**src/rtl/eeprom_rd_pkg.sv**
```systemverilog
package eeprom_rd_pkg;

    localparam logic [7:0] READ_CMD   = 8'h03;
    localparam int         HDR_BYTES  = 3;

    // one link step per state; each lasts (hold + 1) system cycles
    typedef enum logic [3:0] {
        ST_IDLE,
        ST_EN_HI,
        ST_EN_LO,
        ST_TX_SET,
        ST_TX_HI,
        ST_TX_LO,
        ST_RX_HI,
        ST_RX_LO,
        ST_DIS_LO,
        ST_DIS_HI
    } step_e;

    typedef enum logic [1:0] {
        SH_HOLD,
        SH_LOAD,
        SH_OUT,
        SH_IN
    } shift_op_e;

    typedef struct packed {
        logic sclk;
        logic mosi;
        logic acc_hi;
        logic acc_lo;
    } pads_t;

    localparam pads_t PADS_REST = '{sclk: 1'b0, mosi: 1'b0, acc_hi: 1'b0, acc_lo: 1'b1};

    // header byte by position: command, address high, address low
    function automatic logic [7:0] hdr_byte(input logic [1:0] idx, input logic [15:0] addr);
        case (idx)
            2'd0:    return READ_CMD;
            2'd1:    return addr[15:8];
            default: return addr[7:0];
        endcase
    endfunction

endpackage

```
**src/rtl/ee_phase_timer.sv**
```systemverilog
module ee_phase_timer #(
    parameter int DIV_W = 8
) (
    input  logic             clk,
    input  logic             rst,
    input  logic             load_i,
    input  logic [DIV_W-1:0] hold_i,
    output logic             expire_o
);

    logic [DIV_W-1:0] cnt_q;

    always_ff @(posedge clk) begin
        if (rst) begin
            cnt_q <= '0;
        end else if (load_i) begin
            cnt_q <= hold_i;
        end else if (cnt_q != '0) begin
            cnt_q <= cnt_q - 1'b1;
        end
    end

    assign expire_o = (cnt_q == '0);

endmodule

```
**src/rtl/ee_byte_shifter.sv**
```systemverilog
module ee_byte_shifter
    import eeprom_rd_pkg::*;
(
    input  logic       clk,
    input  logic       rst,
    input  shift_op_e  op_i,
    input  logic [7:0] load_i,
    input  logic       bit_i,
    output logic [7:0] byte_o
);

    logic [7:0] sh_q;

    always_ff @(posedge clk) begin
        if (rst) begin
            sh_q <= '0;
        end else begin
            case (op_i)
                SH_LOAD: sh_q <= load_i;
                SH_OUT:  sh_q <= {sh_q[6:0], 1'b0};
                SH_IN:   sh_q <= {sh_q[6:0], bit_i};
                default: sh_q <= sh_q;
            endcase
        end
    end

    assign byte_o = sh_q;

endmodule

```
**src/rtl/ee_step_ctrl.sv**
```systemverilog
module ee_step_ctrl
    import eeprom_rd_pkg::*;
#(
    parameter int CNT_W = 8,
    parameter int DIV_W = 8
) (
    input  logic             clk,
    input  logic             rst,
    input  logic             start_i,
    input  logic [15:0]      offset_i,
    input  logic [CNT_W-1:0] count_i,
    input  logic [DIV_W-1:0] half_period_i,
    input  logic             expire_i,
    input  logic [7:0]       sh_byte_i,
    output logic             tmr_load_o,
    output logic [DIV_W-1:0] tmr_hold_o,
    output shift_op_e        sh_op_o,
    output logic [7:0]       sh_load_o,
    output pads_t            pads_o,
    output logic             busy_o,
    output logic             done_o,
    output logic             byte_valid_o,
    output logic [7:0]       byte_o
);

    localparam logic [1:0] LAST_HDR = 2'(HDR_BYTES - 1);

    step_e            st_q;
    logic [DIV_W-1:0] hold_q;
    logic [15:0]      off_q;
    logic [CNT_W-1:0] rem_q;
    logic [1:0]       hdr_q;
    logic [2:0]       bit_q;
    pads_t            pads_q;
    logic             done_q;
    logic             vld_q;
    logic [7:0]       byte_q;
    logic             adv;

    assign adv        = (st_q != ST_IDLE) && expire_i;
    assign tmr_load_o = ((st_q == ST_IDLE) && start_i) || adv;
    assign tmr_hold_o = (st_q == ST_IDLE) ? half_period_i : hold_q;

    // shifter command for the edge that ends the current step
    always_comb begin
        sh_op_o   = SH_HOLD;
        sh_load_o = hdr_byte(2'd0, off_q);
        case (st_q)
            ST_EN_LO: if (adv) sh_op_o = SH_LOAD;
            ST_TX_LO: begin
                if (adv) begin
                    if (bit_q != 3'd0) begin
                        sh_op_o = SH_OUT;
                    end else if (hdr_q != LAST_HDR) begin
                        sh_op_o   = SH_LOAD;
                        sh_load_o = hdr_byte(hdr_q + 2'd1, off_q);
                    end
                end
            end
            ST_RX_HI: if (adv) sh_op_o = SH_IN;
            default: ;
        endcase
    end

    always_ff @(posedge clk) begin
        if (rst) begin
            st_q   <= ST_IDLE;
            hold_q <= '0;
            off_q  <= '0;
            rem_q  <= '0;
            hdr_q  <= '0;
            bit_q  <= '0;
            pads_q <= PADS_REST;
            done_q <= 1'b0;
            vld_q  <= 1'b0;
            byte_q <= '0;
        end else begin
            done_q <= 1'b0;
            vld_q  <= 1'b0;
            case (st_q)
                ST_IDLE: begin
                    if (start_i) begin
                        hold_q        <= half_period_i;
                        off_q         <= offset_i;
                        rem_q         <= count_i;
                        pads_q.acc_hi <= 1'b1;
                        st_q          <= ST_EN_HI;
                    end
                end
                ST_EN_HI: begin
                    if (adv) begin
                        pads_q.acc_lo <= 1'b0;
                        st_q          <= ST_EN_LO;
                    end
                end
                ST_EN_LO: begin
                    if (adv) begin
                        hdr_q       <= 2'd0;
                        bit_q       <= 3'd7;
                        pads_q.mosi <= READ_CMD[7];
                        st_q        <= ST_TX_SET;
                    end
                end
                ST_TX_SET: begin
                    if (adv) begin
                        pads_q.sclk <= 1'b1;
                        st_q        <= ST_TX_HI;
                    end
                end
                ST_TX_HI: begin
                    if (adv) begin
                        pads_q.sclk <= 1'b0;
                        // release the data line with the falling edge of the last header bit
                        if (hdr_q == LAST_HDR && bit_q == 3'd0) begin
                            pads_q.mosi <= 1'b0;
                        end
                        st_q <= ST_TX_LO;
                    end
                end
                ST_TX_LO: begin
                    if (adv) begin
                        if (bit_q != 3'd0) begin
                            bit_q       <= bit_q - 3'd1;
                            pads_q.mosi <= sh_byte_i[6];
                            st_q        <= ST_TX_SET;
                        end else if (hdr_q != LAST_HDR) begin
                            hdr_q       <= hdr_q + 2'd1;
                            bit_q       <= 3'd7;
                            pads_q.mosi <= sh_load_o[7];
                            st_q        <= ST_TX_SET;
                        end else if (rem_q != '0) begin
                            bit_q       <= 3'd7;
                            pads_q.sclk <= 1'b1;
                            st_q        <= ST_RX_HI;
                        end else begin
                            pads_q.acc_lo <= 1'b1;
                            st_q          <= ST_DIS_LO;
                        end
                    end
                end
                ST_RX_HI: begin
                    if (adv) begin
                        pads_q.sclk <= 1'b0;
                        st_q        <= ST_RX_LO;
                    end
                end
                ST_RX_LO: begin
                    if (adv) begin
                        if (bit_q != 3'd0) begin
                            bit_q       <= bit_q - 3'd1;
                            pads_q.sclk <= 1'b1;
                            st_q        <= ST_RX_HI;
                        end else begin
                            vld_q  <= 1'b1;
                            byte_q <= sh_byte_i;
                            rem_q  <= rem_q - 1'b1;
                            if (rem_q != CNT_W'(1)) begin
                                bit_q       <= 3'd7;
                                pads_q.sclk <= 1'b1;
                                st_q        <= ST_RX_HI;
                            end else begin
                                pads_q.acc_lo <= 1'b1;
                                st_q          <= ST_DIS_LO;
                            end
                        end
                    end
                end
                ST_DIS_LO: begin
                    if (adv) begin
                        pads_q.acc_hi <= 1'b0;
                        st_q          <= ST_DIS_HI;
                    end
                end
                ST_DIS_HI: begin
                    if (adv) begin
                        done_q <= 1'b1;
                        st_q   <= ST_IDLE;
                    end
                end
                default: st_q <= ST_IDLE;
            endcase
        end
    end

    assign pads_o       = pads_q;
    assign busy_o       = (st_q != ST_IDLE);
    assign done_o       = done_q;
    assign byte_valid_o = vld_q;
    assign byte_o       = byte_q;

endmodule

```
**src/rtl/eeprom_rd_seq.sv**
```systemverilog
module eeprom_rd_seq
    import eeprom_rd_pkg::*;
#(
    parameter int CNT_W = 8,
    parameter int DIV_W = 8
) (
    input  logic             clk,
    input  logic             rst,
    input  logic             start_i,
    input  logic [15:0]      offset_i,
    input  logic [CNT_W-1:0] count_i,
    input  logic [DIV_W-1:0] half_period_i,
    output logic             busy_o,
    output logic             done_o,
    output logic             byte_valid_o,
    output logic [7:0]       byte_o,
    output logic             ee_sclk_o,
    output logic             ee_mosi_o,
    input  logic             ee_miso_i,
    output logic             ee_acc_hi_o,
    output logic             ee_acc_lo_o
);

    logic             tmr_load;
    logic [DIV_W-1:0] tmr_hold;
    logic             tmr_expire;
    shift_op_e        sh_op;
    logic [7:0]       sh_load;
    logic [7:0]       sh_byte;
    pads_t            pads;

    ee_phase_timer #(.DIV_W(DIV_W)) u_timer (
        .clk      (clk),
        .rst      (rst),
        .load_i   (tmr_load),
        .hold_i   (tmr_hold),
        .expire_o (tmr_expire)
    );

    ee_byte_shifter u_shift (
        .clk    (clk),
        .rst    (rst),
        .op_i   (sh_op),
        .load_i (sh_load),
        .bit_i  (ee_miso_i),
        .byte_o (sh_byte)
    );

    ee_step_ctrl #(.CNT_W(CNT_W), .DIV_W(DIV_W)) u_ctrl (
        .clk           (clk),
        .rst           (rst),
        .start_i       (start_i),
        .offset_i      (offset_i),
        .count_i       (count_i),
        .half_period_i (half_period_i),
        .expire_i      (tmr_expire),
        .sh_byte_i     (sh_byte),
        .tmr_load_o    (tmr_load),
        .tmr_hold_o    (tmr_hold),
        .sh_op_o       (sh_op),
        .sh_load_o     (sh_load),
        .pads_o        (pads),
        .busy_o        (busy_o),
        .done_o        (done_o),
        .byte_valid_o  (byte_valid_o),
        .byte_o        (byte_o)
    );

    assign ee_sclk_o   = pads.sclk;
    assign ee_mosi_o   = pads.mosi;
    assign ee_acc_hi_o = pads.acc_hi;
    assign ee_acc_lo_o = pads.acc_lo;

endmodule

```
**config.mk**
```make
export PLATFORM = sky130hd
export DESIGN_NAME = eeprom_rd_seq
export DESIGN_NICKNAME = d
export VERILOG_FILES = /design/src/rtl/eeprom_rd_pkg.sv /design/src/rtl/ee_phase_timer.sv /design/src/rtl/ee_byte_shifter.sv /design/src/rtl/ee_step_ctrl.sv /design/src/rtl/eeprom_rd_seq.sv
export SDC_FILE = /design/constraint.sdc
export NUM_CORES = 1
export LEC_CHECK = 0
export BUFFER_PORTS_ARGS = -buffer_cell sky130_fd_sc_hd__clkbuf_2
export CAP_MARGIN = 20
export CORE_AREA = 2 2 79 111
export DETAILED_ROUTE_END_ITERATION = 8
export DIE_AREA = 0 0 81 113
export GPL_TIMING_DRIVEN = 0
export PLACE_DENSITY = 0.75
export SLEW_MARGIN = 15
export SYNTH_ARGS = -nofsm -noshare
export SYNTH_HDL_FRONTEND = slang
export SYNTH_HIERARCHICAL = 1
export SYNTH_SLANG_ARGS = --single-unit
```
**constraint.sdc**
```tcl
create_clock -name clk -period 2.1 [get_ports clk]
set_input_delay 0.315 -clock clk [delete_from_list [all_inputs] [get_ports clk]]
set_output_delay 0.315 -clock clk [all_outputs]
set_load 0.01 [all_outputs]
```
======== Word-level counts from Yosys, hierarchy flattened ========
Index checks and enable logic that the tools add are counted.
word-level totals
  latch bits .............................. 0
  logic and storage cells ................. 169
  memories kept ........................... 0
  bits of input ports ..................... 36
  bits in read-only memories .............. 0
  output and inout port bits .............. 15
  bits in writable memories ............... 0
  register bits after elaboration ......... 71
cells by class
  shift-type cells ........................ 0
  reduce and logical (&&, ||, !) cells .... 33
  divide/modulo/power cells ............... 0
  mux-type cells .......................... 76
  eq/ne operators ......................... 37
  $lt $le $gt $ge ......................... 0
  multiply operators ...................... 0
  add/subtract/negate cells ............... 4
  bitwise gates (word level) .............. 4
operators with widths
  operator                                           count
  two-way mux 8 bit                                  10
  two-way mux 4 bit                                  15
  case mux 4 bit (10 select lines)                   1
  case mux 8 bit (2 select lines)                    2
  two-way mux 3 bit                                  8
  != test 2 x 1 -> 1 bit (second input constant)     12
  case mux 8 bit (3 select lines)                    1
  two-way mux 1 bit                                  23
  AND reduction 10 bit                               2
  two-way mux 2 bit                                  9
  == test 4 x 3 -> 1 bit (second input constant)     4
  nonzero test 8 bit                                 2
  subtractor 8 x 1 -> 8 bit (second input constant)  2
  nonzero test 3 bit                                 5
  != test 2 bit (second input constant)              7
  AND reduction 6 bit                                2
  case mux 3 bit (3 select lines)                    1
  AND reduction 9 bit                                1
  == test 4 x 2 -> 1 bit (second input constant)     2
  == test 4 bit (second input constant)              2
  logical NOT 8 bit                                  1
  != test 8 x 1 -> 1 bit (second input constant)     1
  nonzero test 2 bit                                 4
  == test 2 bit (second input constant)              3
  other kinds (25)                                   34

======== Longest topological paths before layout ========
Gate-level depths: netlist of run 1.
  depth after elaboration ................. 11
  mapped depth ............................ 11
  depth with buffers taken out ............ 8

======== Cells and area by module ========
Netlist of run 1, hierarchy kept.
by module, submodules not included
  module           area each (um2)  seq. area each (um2)  instances  cells each
  ee_step_ctrl     3084.2           1101.1                1          393
  ee_phase_timer   475.5            160.2                 1          53
  ee_byte_shifter  382.9            160.2                 1          37

======== Worst setup path after synthesis of run 1 ========
OpenSTA, ideal clock, no wires.
  path type ............................... register to register
  start point ............................. reg u_timer.cnt_q[0]
  end point ............................... reg u_shift.sh_q[0] (netlist: u_shift/byte_o[0])
  setup slack ............................. -0.182 ns
  data arrival time ....................... 2.208 ns
  data required time ...................... 2.026 ns
  period minus slack after synthesis ...... 2.282 ns
  path buffers ............................ 3
  setup time .............................. 0.074 ns
  stages on the path, launching flop included .. 12
  cell sequence ........................... dfxtp_1 -> inv_1 -> ha_1 -> and4bb_1 -> buf_6 -> and3_1 -> buf_2 -> nand2_1 -> o21ai_0 -> buf_6 -> or4b_1 -> o21ai_0
between the ends
  cells in the longest elaborated chain, start to end .. 6
  elaborated cells on any way between the ends .. 13
  those cells by class .................... eq/ne: 3; mux: 7; reduce/logical: 3
ends and longest elaborated chain
  item                                                                   RTL line               RTL
  start, declared                                                        ee_phase_timer.sv:11   logic [DIV_W-1:0] cnt_q;
  start signal, assigned                                                 ee_phase_timer.sv:17   cnt_q <= hold_i;
  start signal, assigned                                                 ee_phase_timer.sv:19   cnt_q <= cnt_q - 1'b1;
  logical NOT 8 bit (*)                                                  ee_phase_timer.sv:23   assign expire_o = (cnt_q == '0);
  via tmr_expire                                                         eeprom_rd_seq.sv:26    logic tmr_expire;
  logical AND 1 bit (*)                                                  ee_step_ctrl.sv:40     assign adv = (st_q != ST_IDLE) && expire_i;
  two-way mux 2 bit, or another cell as far along                        ee_step_ctrl.sv:60     ST_RX_HI: if (adv) sh_op_o = SH_IN;
  case mux 2 bit (3 select lines) (*)                                    ee_step_ctrl.sv:48     case (st_q)
  via sh_op[0]                                                           eeprom_rd_seq.sv:27    shift_op_e sh_op;
  == test 2 bit or == test 2 x 1 -> 1 bit (tied branches)                ee_byte_shifter.sv:18  case (op_i)
  case mux 8 bit (3 select lines) or nonzero test 3 bit (tied branches)  n/a
  end signal, assigned                                                   ee_byte_shifter.sv:19  SH_LOAD: sh_q <= load_i;
  end signal, assigned                                                   ee_byte_shifter.sv:20  SH_OUT: sh_q <= {sh_q[6:0], 1'b0};
  end signal, assigned                                                   ee_byte_shifter.sv:21  SH_IN: sh_q <= {sh_q[6:0], bit_i};
  end, declared                                                          ee_byte_shifter.sv:12  logic [7:0] sh_q;
Mark *: on every way through the listed nets, which the timed path passes. The rest lies on a longest branch.
A chain may end at the register's enable or synchronous reset.

======== Worst setup path in the final report of run 1 ========
  start point ............................. reg u_timer.cnt_q[2]
  end point ............................... reg u_ctrl.pads_q (netlist bit u_ctrl/pads_o[0])
between the ends
  cells in the longest elaborated chain, start to end .. 4
  elaborated cells on any way between the ends .. 6
  those cells by class .................... eq/ne: 3; reduce/logical: 3
ends and longest elaborated chain
  item                                      RTL line              RTL
  logical NOT 8 bit (*)                     ee_phase_timer.sv:23
  via tmr_expire                            eeprom_rd_seq.sv:26
  logical AND 1 bit (*)                     ee_step_ctrl.sv:40
  != test 2 x 1 -> 1 bit (no source line)   n/a
  AND reduction 9 bit (no source line) (*)  n/a
  end, declared                             ee_step_ctrl.sv:34    pads_t pads_q;
Marks and branches as above.

==> results.md, run 1 <==
- DP Worst Slack: -438 ps
- Tmin final: roughly 2200 ps
- Core region area: 0.00810 mm²
- Relative slew slack: ~56%
- Vias in the first global route: 3948
- Die X: between 80 and 90 µm
- Synth Area in Compound Gates: 23.6%
- Final setup viols: 17
- Synth Area in Simple Gates: 25.4%
- TritonCTS clock tree: built
- GR Util All Layers: roughly 26%
- # clock sinks: between 70 and 80
- Drt via density: 6.02
- Initial antenna violation count: 0
- Slowest cell on crit path: or4_4
- Chip height: approximately 110 µm
- Starting Density: 48.7%
- Worst skew pair latency: about 330 ps
- Die footprint: roughly 0.009 mm²
- Final WS setup: -87.5 ps
- RSZ-0062 raised after global routing: true
- Critical path required time: 2370 ps
- Crit path buf inv count: 1
- Clk_skew: 5.62 ps
- Commonest non-fill, non-tap cell in the layout: nand2_1
- Static Leakage: between 2 and 2.5 nW
- Post-synthesis adder-cell area fraction: 2.86%
- Top_reg_cell synth: dfxtp_1
- Post-synthesis sequential area ratio: 36.1%
- Ant diodes: 0
- Final period util: 104%
- Total vias in the final route: 4086
- CTS Buf Count: 9
- Worst VDD drop: 0.000824 V
- Final Routed Wirelength: approximately 12000 µm
- Fin. Hold Viols: 0
- Slew Viols, Final: 0
- # Max-Cap Violations: 0
- Largest family of logic cells by synthesized area: simple AND/OR/NAND/NOR gates
- Status: finished with violations
- Slowest cell delay on critical path: 440 ps
- Crit. End Element: flip-flop
- Share of cells above drive strength 1: 32.2%
- FP Rows: 39
- Synth Register Bits: 71
- Yosys warns: 6
- Worst slew pin tran: ~650 ps
- Asr flop ratio synth: 0%
- Post-Syn Area: 0.00394 mm²
- Final TNS setup: -539 ps
- Area leader, netlist: dfxtp_1
- DRC errors left: 0
- Fillers: between 600 and 700
- Synth Area per Inst: roughly 8.2 µm²
- Pin count of the biggest net entering global routing: 13
- Post-DP HPWL: 7490 µm
- Post-synth cell types: 71
- Mux cell area share after synthesis: 4.86%
- Cell family with most CP delay: simple AND/OR/NAND/NOR gates
- Violated checks: setup timing
- Final net count: roughly 600
- H-tree depth: 3
- Total power: approximately 6.4 mW
- XOR/XNOR Fraction of Synth Area: 0.889%
- Critical Path, Cell by Cell: nor4_4 > and4bb_1 > buf_6 > nand2b_4 > a2111o_1 > or4_4 > a21oi_2
- DR WL/cell: 17.6 µm
- Grt ovf: 0
- F_max: 457 MHz
- DRT iter0 DRCs: 436
- Class of the worst hold path: in2reg
- CP Data Arrival Time: 2450 ps
- Syn Nets: 528
- Critical path launch point type: flip-flop
- Port bufs: 50
- Post-synth EDFFs: 0
- ANT nets after route: 0
- Final GP Congestion: 0.988
- Crit Path Max Fanout: 5
- Synth-to-layout area growth: 31.0%
- Top-area cell type share of the netlist area: 36.1%
- Root Buffer Master: clkbuf_16
- Drt pass-1 iters: 5
- Max Root-Sink Buffers: 2
- Global-route wire length before repair: 18400 µm
- Mapped Cells: 483
- Power density of the placed cells: around 1200 mW/mm²
- Hold buffers post-CTS: 0
- Most frequent cells in the layout: nand2_1, dfxtp_1, clkbuf_2, a21oi_1, buf_4
- Clock-pin slew on the worst setup and hold paths: about 60 ps
- # IOs: a little over 50
- Ranking of synthesized cells by area: dfxtp_1, nand2_1, a21oi_1
- Crit Path Class: reg2reg
## metrics by stage
stage,hold slack [ps],area [µm²],cells,util (%)
after floorplan,431,3950,483,-
after global placement,440,4330,635,53.4
after detailed placement,448,4330,635,53.4
after CTS,195,4880,662,60.2
after global routing,208,5170,679,63.8
final,203,5170,679,63.8
## flip-flops by register name, summed over array words and instances (netlist names)
name	cells
u_ctrl/bit_q	3
u_ctrl/byte_o	8
u_ctrl/byte_valid_o	1
u_ctrl/done_o	1
u_ctrl/hdr_q	2
u_ctrl/hold_q	8
u_ctrl/off_q	16
u_ctrl/pads_o	4
u_ctrl/rem_q	8
u_ctrl/st_q	4
u_shift/byte_o	8
u_timer/cnt_q	8
## cell type report
cell class                      instances  area (µm²)  area share, %
Multi-Input combinational cell        360        2510           48.6
Inverter                               18        75.1           1.45
Clock buffer                           11         253           4.89
Sequential cell                        71        1430           27.7
Tap cell                              102         128           2.47
Buffer                                 34         243           4.70
Clock inverter                          5        56.3           1.09
Timing Repair Buffer                   78         472           9.13
## synth_stat cells (all sizes together), types with 3 or more instances
cell type	count
xnor2	3
o211ai	6
or3b	5
dfxtp	71
nand4b	3
and3	4
nor3	12
nor4	3
a31oi	5
nand2	82
mux2	9
nand3b	4
and2	7
clkbuf	19
o32ai	5
a211oi	16
inv	18
a21oi	55
a221oi	3
a311oi	4
nor2b	15
nor2	24
nand3	5
mux2i	9
o21ai	24
a32oi	4
ha	9
nand2b	3
or3	3
buf	16
## worst register-to-register path: stages (launching register included)
cell	delay, ps
dfxtp_4	350
nor4_4	290
and4bb_1	270
buf_6	150
nand2b_4	60
a2111o_1	430
or4_4	440
a21oi_2	130
## final timing paths
check             slack [ps]                             to                           from  depth (start not counted)
hold / removal           200   u_ctrl/off_q[8]$_SDFFE_PP0P_                    offset_i[8]                          3
hold reg to reg          450  u_ctrl/hold_q[0]$_SDFFE_PP0P_  u_ctrl/hold_q[0]$_SDFFE_PP0P_                          2
setup reg to reg         -90  u_ctrl/pads_o[0]$_SDFFE_PP1P_  u_timer/cnt_q[2]$_SDFFE_PP0P_                          7
setup / recovery         -90  u_ctrl/pads_o[0]$_SDFFE_PP1P_  u_timer/cnt_q[2]$_SDFFE_PP0P_                          7
## power by group
part / switching [mW] / total [mW] / internal [mW]
logic: 1.65 / 3.05 / 1.39
registers: 0.191 / 1.77 / 1.58
clock network: 0.596 / 1.58 / 0.982
## logic make-up after synthesis
group	Yosys count
xor gates and xnor gates	4
muxes	18
and+or+nand+nor	186
DFF	71
adders and majority gates	9
AOI/OAI and AO/OA	142
buffers and inverters	53
## per-layer routing
metal  global-route usage, %  up-vias  part of all wire (%)
met3                    4.94       50                   6.2
met5                       0        -                     0
met2                    42.5      208                    50
met1                    31.0     1913                    39
li1                        -     1915                     -
met4                    13.1        0                   4.1
## repair_timing
action | CTS | global route
gates cloned | 5 | 1
gates resized for setup | 41 | 43
pin swaps | 7 | 20
setup buffers | 7 | 17
endpoints found under the setup margin | 43 | 33
Note: power is estimated with default switching activity, not from simulation.
==> inputs of run 2 (changes only) <==
Settings changed: ABC_AREA set to 1, CORE_AREA 2 2 79 111 to 2 2 79 112, DIE_AREA 0 0 81 113 to 0 0 81 114, PLACE_DENSITY 0.75 to 0.76.
Clock period 2.1 ns to 1.77 ns, I/O delays scaled along.
==> run 2 against run 1 <==
The flow now finishes without violations. Cell area shrank 1.7%. Sequential share of layout area grew 0.51 points. Cell count grew 14%. Power grew 32%. Largest cell class unchanged.
==> results.md, run 2 <==
- Top_reg_cell synth: dfxtp_1
- Grt ovf: 0 (unchanged)
- Synth Area per Inst: 6.81 µm² (-17%)
- Busiest layer in global routing: met2
- Tmin final: 1730 ps (-457 ps)
- # IOs: 51 (unchanged)
- Sequential Power Share: 27.9% (+0.2 points)
- Core region area: 0.00831 mm² (+2.6%)
- Post-synthesis sequential area ratio: 35.3% (-0.75 points)
- Post-synth cell types: 39 (-45%)
- Worst reg2reg path depth: 12 (+5)
- Drt pass-1 iters: 5 (unchanged)
- Critical path required time: 2040 ps (-330 ps)
- Cell family with most CP delay: simple AND/OR/NAND/NOR gates
- Crit Path Max Fanout: 7 (+2)
- Clk_skew: 8.54 ps (+2.92 ps)
- R2R setup slack: 40 ps (+130 ps)
- Switching power: 3.60 mW (+48%)
- Worst min-delay path startpoint: offset_i[10]
- Slowest cell on crit path: dfxtp_1
- Max Root-Sink Buffers: 2 (unchanged)
- Fin. Hold Viols: 0 (unchanged)
- Met3 usage: 3.80% (-1.1 points)
- Status: complete, no violations
- H-tree depth: 3 (unchanged)
- Worst VDD drop: 0.000857 V (+4.1%)
- Top reg by flops: u_ctrl/off_q
- Top-area cell type share of the netlist area: 35.3% (-0.75 points)
- GR Util All Layers: 23.7% (-1.9 points)
- Total vias in the final route: 4082 (-0.098%)
- Critical path launch point type: flip-flop
- Vias in the first global route: 3750 (-5.0%)
- M1 GR Usage: 27.0% (-4.0 points)
- Final period util: 97.8% (-6.4 points)
- Slowest cell delay on critical path: 350 ps (-90 ps)
- Reg2reg end: u_shift/byte_o[6]$_SDFFE_PP0P_
- Top-count cell post-synth: nand2_1
- Final core utilization: 61.1% (-2.7 points)
- Synth Area in Compound Gates: 18.1% (-5.5 points)
- Area leader, netlist: dfxtp_1
- TritonCTS clock tree: built
- Mapped Cells: 591 (+22%)
- R2R Path Start: u_timer/cnt_q[3]$_SDFFE_PP0P_
- Share of cells above drive strength 1: 28.8% (-3.4 points)
- Final Routed Wirelength: 10800 µm (-9.1%)
- Class of the worst hold path: in2reg
- Hold Path Stages: 3 (unchanged)
- FP Rows: 40 (+2.6%)
- CTS Buf Count: 9 (unchanged)
- Clock-pin slew on the worst setup and hold paths: 60 ps (about the same)
- Pin count of the biggest net entering global routing: 13 (unchanged)
- Hold buffers post-CTS: 0 (unchanged)
- Crit path buf inv count: 3 (+2)
- XOR/XNOR Fraction of Synth Area: 1.09% (+0.20 points)
- Port bufs: 50 (unchanged)
- Most frequent cells in the layout: nand2_1, nor2_1, dfxtp_1, o21ai_0, inv_1
- F_max: 578 MHz (+26%)
- Die footprint: 0.00923 mm² (+0.88%)
- Power density of the placed cells: 1660 mW/mm² (+34%)
- DRC errors left: 0 (unchanged)
- Synth Area in Simple Gates: 33.3% (+7.8 points)
- Largest family of logic cells by synthesized area: simple AND/OR/NAND/NOR gates
- Yosys warns: 6 (unchanged)
- Min Hold Slack: 167 ps (-35.8 ps)
- # Max-Cap Violations: 0 (unchanged)
- Met2 usage: 42.3% (-0.22 points)
- Commonest non-fill, non-tap cell in the layout: nand2_1
- Post-synthesis adder-cell area fraction: 2.80% (-0.059 points)
- # clock sinks: 71 (unchanged)
- Synth-to-layout area growth: 26.1%
- Comb pwr share: 48.4% (+0.7 points)
- Syn Nets: 636 (+20%)
- Synth Register Bits: 71 (unchanged)
- Static Leakage: 2.32 nW (+15%)
- DR WL/cell: 14.0 µm (-20%)
- Hold worst-path end: u_ctrl/off_q[10]$_SDFFE_PP0P_
- Clk pwr share: 23.7% (-1.0 points)
- Crit Path Class: reg2reg
- Relative slew slack: 57.4% (+1.1 points)
- Post-synth EDFFs: 0 (unchanged)
- Chip height: 114 µm (+0.88%)
- Post-DP HPWL: 7480 µm (-0.16%)
- Final GP Congestion: 0.941 (-4.8%)
- CP Data Arrival Time: 2000 ps (-450 ps)
- RSZ-0062 raised after global routing: true
- Post-Syn Area: 0.00403 mm² (+2.1%)
- Final setup viols: 0 (-17)
- Critical Path, Cell by Cell: nor2_2 > nand2_4 > nor2_8 > nand2_8 > inv_2 > nand3_2 > o31ai_4 > buf_6 > inv_8 > nand2_8 > o21ai_2 > nor2_2
- Worst skew pair latency: 330 ps (about the same)
- Final WS setup: 39.5 ps (+127 ps)
- Worst slew pin tran: 639 ps (-9.78 ps)
- DP Worst Slack: -356 ps (+81.8 ps)
- DRT iter0 DRCs: 230 (-47%)
- Commonest cells in the netlist: nand2_1, nor2_1, dfxtp_1
- Root Buffer Master: clkbuf_16
- Crit. End Element: flip-flop
- Total power: 8.42 mW (+32%)
- Starting Density: 48.5% (-0.21 points)
- Int Pwr: 4.82 mW (+22%)
- Initial antenna violation count: 0 (unchanged)
- Mux cell area share after synthesis: 0% (-4.9 points)
- Final net count: 710 (+15%)
- Die X: 81 µm (unchanged)
- Global-route wire length before repair: 17000 µm (-7.4%)
- Final TNS setup: 0 ps (+539 ps)
- Ant diodes: 0 (unchanged)
- Slew Viols, Final: 0 (unchanged)
- ANT nets after route: 0 (unchanged)
- Asr flop ratio synth: 0% (unchanged)
- Max reg flops: 16 (unchanged)
- Drt via density: 5.27 (-12%)
- Ranking of synthesized cells by area: dfxtp_1, nand2_1, nor2_1
- Net Sw Frac: 42.8% (+4.6 points)
==> run 2: cell count changes after synthesis, sizes merged, moves of 11 or more <==
cell / before / now
nor2: 24 / 113
nand3: 5 / 29
o21ai: 24 / 74
inv: 18 / 75
nand2: 82 / 123
a211oi: 16 / 5
nor2b: 15 / 0
==> run 2: logic make-up after synthesis <==
| logic type | after synthesis |
|---|---|
| and+or+nand+nor | 280 |
| AOI/OAI and AO/OA | 133 |
| buffers and inverters | 93 |
| DFF | 71 |
| adders and majority gates | 9 |
| xor gates and xnor gates | 5 |
==> run 2: power by group through the flow <==
stage               Clock, mW  Combinational [mW]  Sequential, mW
finish                   2.00                4.08            2.34
global route             2.08                4.53            2.39
CTS                      2.03                3.62            2.32
detailed placement          0                3.36            2.33
global placement            0                3.27            2.32
floorplan                   0                2.65            2.27
==> run 2: worst max-delay path by stage <==
stage	from	slack, ps	cells past startpoint	end
3_3_place_gp	u_ctrl/st_q[3]$_SDFFE_PP0P_	-350	11	u_timer/cnt_q[5]$_SDFFE_PP0P_
3_5_place_dp	u_ctrl/st_q[3]$_SDFFE_PP0P_	-360	10	u_timer/cnt_q[7]$_SDFFE_PP0P_
4_1_cts	u_timer/cnt_q[3]$_SDFFE_PP0P_	10	12	u_shift/byte_o[4]$_SDFFE_PP0P_
6_report	u_timer/cnt_q[3]$_SDFFE_PP0P_	40	12	u_shift/byte_o[6]$_SDFFE_PP0P_
5_1_grt	u_timer/cnt_q[0]$_SDFFE_PP0P_	-50	12	u_shift/byte_o[3]$_SDFFE_PP0P_
2_1_floorplan	u_ctrl/st_q[3]$_SDFFE_PP0P_	10	11	u_timer/cnt_q[1]$_SDFFE_PP0P_
==> run 2: repair_timing <==
action	in CTS	in global routing
pin swaps	5	10
setup buffers	7	5
endpoints found under the setup margin	39	39
cloned	1	1
resized for setup	23	45
==> run 2: per-stage QoR <==
step / cells / area [µm²]
4_1_cts: 770 / 4880
3_5_place_dp: 746 / 4410
5_1_grt: 775 / 5080
2_1_floorplan: 591 / 4030
3_3_place_gp: 746 / 4410
6_report: 775 / 5080
==> run 2: final cells by class <==
type,instances,area (µm²)
sequential,71,1430
tap,105,131
multi-input combinational,427,2420
buffer,17,106
clock buffer,12,256
inverter,75,294
fill,765,3230
clock inverter,4,76.3
timing repair buffer,64,362
==> run 2: tightest hold or removal path, delay by kind of cell <==
kind,cells,cell delay (ps)
buffers and inverters,1,80
AND/OR/NAND/NOR,2,120
==> run 2: routing by layer <==
| layer | vias up | share of wire [%] |
|---|---|---|
| met1 | 1874 | 41 |
| li1 | 2049 | - |
| met3 | 30 | 4.0 |
| met5 | - | 0 |
| met2 | 129 | 52 |
| met4 | 0 | 3.2 |
==> inputs of run 3 (changes only) <==
Clock period 1.77 ns to 1.54 ns, I/O delays scaled along.
==> run 3 against run 2 <==
The flow now finishes with violations (setup timing). Worst hold slack lost 47 ps. Die area is the same. Register-to-register slack lost 250 ps. Power grew 22%. Sequential power grew 16%. Worst setup slack lost 250 ps. Largest power group unchanged. Clock-buffer cell count shrank 1. Cell area grew 7.4%.
==> results.md, run 3 (synthesis gave the netlist of run 2 again) <==
- Status: finished with violations
- Violated checks: setup timing
- GR Util All Layers: 24.8% (+1.0 points)
- Max reg flops: 16 (unchanged)
- Die X: 81 µm (unchanged)
- Crit Path Max Fanout: 6 (-1)
- Die footprint: 0.00923 mm² (unchanged)
- Critical path launch point type: flip-flop
- Crit. End Element: flip-flop
- Slew Viols, Final: 0 (unchanged)
- Starting Density: 48.5% (unchanged)
- TritonCTS clock tree: built
- Core region area: 0.00831 mm² (unchanged)
- Fillers: 702 (-8.2%)
- ANT nets after route: 0 (unchanged)
- Port bufs: 50 (unchanged)
- Drt via density: 5.37 (+1.9%)
- # Max-Cap Violations: 0 (unchanged)
- Synth-to-layout area growth: 35.4%
- Max Root-Sink Buffers: 2 (unchanged)
- Tmin final: 1750 ps (+16.9 ps)
- Final setup viols: 43 (+43)
- Final WS setup: -207 ps (-247 ps)
- Final Routed Wirelength: 11500 µm (+6.4%)
- Final period util: 113% (+16 points)
- Chip height: 114 µm (unchanged)
- Share of cells above drive strength 1: 36.8% (+8.0 points)
- Final core utilization: 65.6% (+4.5 points)
- H-tree depth: 3 (unchanged)
- Relative slew slack: 57.2% (-0.22 points)
- Placed cells: 746 (unchanged)
- DR WL/cell: 14.6 µm (+4.0%)
- Worst VDD drop: 0.00117 V (+36%)
- Commonest non-fill, non-tap cell in the layout: nand2_1
- CTS Buf Count: 9 (unchanged)
- # IOs: 51 (unchanged)
- Pin count of the biggest net entering global routing: 18 (+5)
- Initial antenna violation count: 0 (unchanged)
- Crit Path Class: reg2reg
- Final GP Congestion: 0.920 (-2.2%)
- Clock-pin slew on the worst setup and hold paths: 60 ps (about the same)
- DRT iter0 DRCs: 325 (+41%)
- Global-route wire length before repair: 17800 µm (+4.6%)
- Most frequent cells in the layout: nand2_1, nor2_1, dfxtp_1, clkbuf_2, inv_1
- CP Data Arrival Time: 1930 ps (-70 ps)
- Worst slew pin tran: 642 ps (+3.27 ps)
- Fin. Hold Viols: 0 (unchanged)
- Root Buffer Master: clkbuf_16
- Static Leakage: 2.48 nW (+7.0%)
- RSZ-0062 raised after global routing: true
- F_max: 572 MHz (-0.96%)
- Power density of the placed cells: 1880 mW/mm² (+14%)
- Grt ovf: 0 (unchanged)
- Worst skew pair latency: 340 ps (about the same)
- # clock sinks: 71 (unchanged)
- Clk_skew: 9.15 ps (+0.612 ps)
- Ant diodes: 0 (unchanged)
- Total vias in the final route: 4257 (+4.3%)
- DRC errors left: 0 (unchanged)
- FP Rows: 40 (unchanged)
- Hold buffers post-CTS: 0 (unchanged)
- Post-DP HPWL: 7480 µm (about the same)
- Drt pass-1 iters: 7 (+2)
- Vias in the first global route: 4012 (+7.0%)
- Critical path required time: 1720 ps (-320 ps)
- Final net count: 728 (+2.5%)
- Top reg by flops: u_ctrl/off_q
- Finished Layout Cells: 793 (+2.3%)
- Class of the worst hold path: in2reg
run 3: cell types whose count changed in the layout (fill, tap and decap cells not counted), moves of 6 or more:
cell,previous run,this run
buf_4,11,23
o21ai_0,59,47
nand2_1,98,88
o21ai_2,6,16
nand2_4,7,14
a21oi_1,46,40
a21oi_2,1,7
run 3: repair_timing:
action,in CTS,in global routing
buffers inserted,21,8
pin swaps,28,17
resized for setup,71,68
gates cloned,2,1
setup endpoints to repair,56,61
run 3: final timing paths:
kind	from	endpoint	slack (ps)	cells after the start
min reg2reg	u_ctrl/hold_q[5]$_SDFFE_PP0P_	u_ctrl/hold_q[5]$_SDFFE_PP0P_	450	2
min	offset_i[13]	u_ctrl/off_q[13]$_SDFFE_PP0P_	120	3
max	u_timer/cnt_q[4]$_SDFFE_PP0P_	u_ctrl/st_q[2]$_SDFFE_PP0P_	-210	11
max reg2reg	u_timer/cnt_q[4]$_SDFFE_PP0P_	u_ctrl/st_q[2]$_SDFFE_PP0P_	-210	11
run 3: where the power goes:
group | internal [mW] | leakage [nW] | switching, mW
clock | 1.17 | 0.145 | 0.780
combinational | 2.12 | 1.75 | 3.49
sequential | 2.34 | 0.585 | 0.365
total | 5.63 | 2.48 | 4.63
run 3: critical path, stage by stage (launching register included):
cell and delay [ps]:
dfxtp_1 340, nor2_2 160, nand2_2 100, nor2_8 210, nand2_8 100, buf_12 160, nand2_8 80, nand2_4 70
nor2_4 130, nand2_4 90, nand2_2 70, a21oi_1 60
run 3: metal layers:
metal	part of all wire, %	track usage [%]	wire length [µm]	up-vias
li1	-	-	-	2101
met1	39	27.7	4490	1958
met2	52	43.2	5990	162
met3	5.5	5.06	639	36
met4	3.7	13.2	429	0
met5	0	0	0	-
run 3: area by class of cell:
type	instances	area, µm²	area share, %
Timing Repair Buffer	80	508	9.32
Clock inverter	5	32.5	0.597
Multi-Input combinational cell	427	2650	48.5
Tap cell	105	131	2.41
Timing Repair inverter	2	18.8	0.344
Buffer	17	113	2.07
Sequential cell	71	1440	26.4
Clock buffer	11	253	4.64
Inverter	75	313	5.74
run 3: per-stage QoR:
| step | power, mW | worst slack (ps) | TNS [ps] | hold slack (ps) | area, µm² |
|---|---|---|---|---|---|
| 2_1_floorplan | 5.82 | -53.1 | -501 | 300 | 4100 |
| 3_3_place_gp | 6.61 | -402 | -10980 | 434 | 4480 |
| 3_5_place_dp | 6.73 | -422 | -11550 | 441 | 4480 |
| 4_1_cts | 9.61 | -167 | -4230 | 115 | 5180 |
| 5_1_grt | 10.9 | -321 | -7920 | 136 | 5450 |
| 6_report | 10.3 | -207 | -4590 | 120 | 5450 |
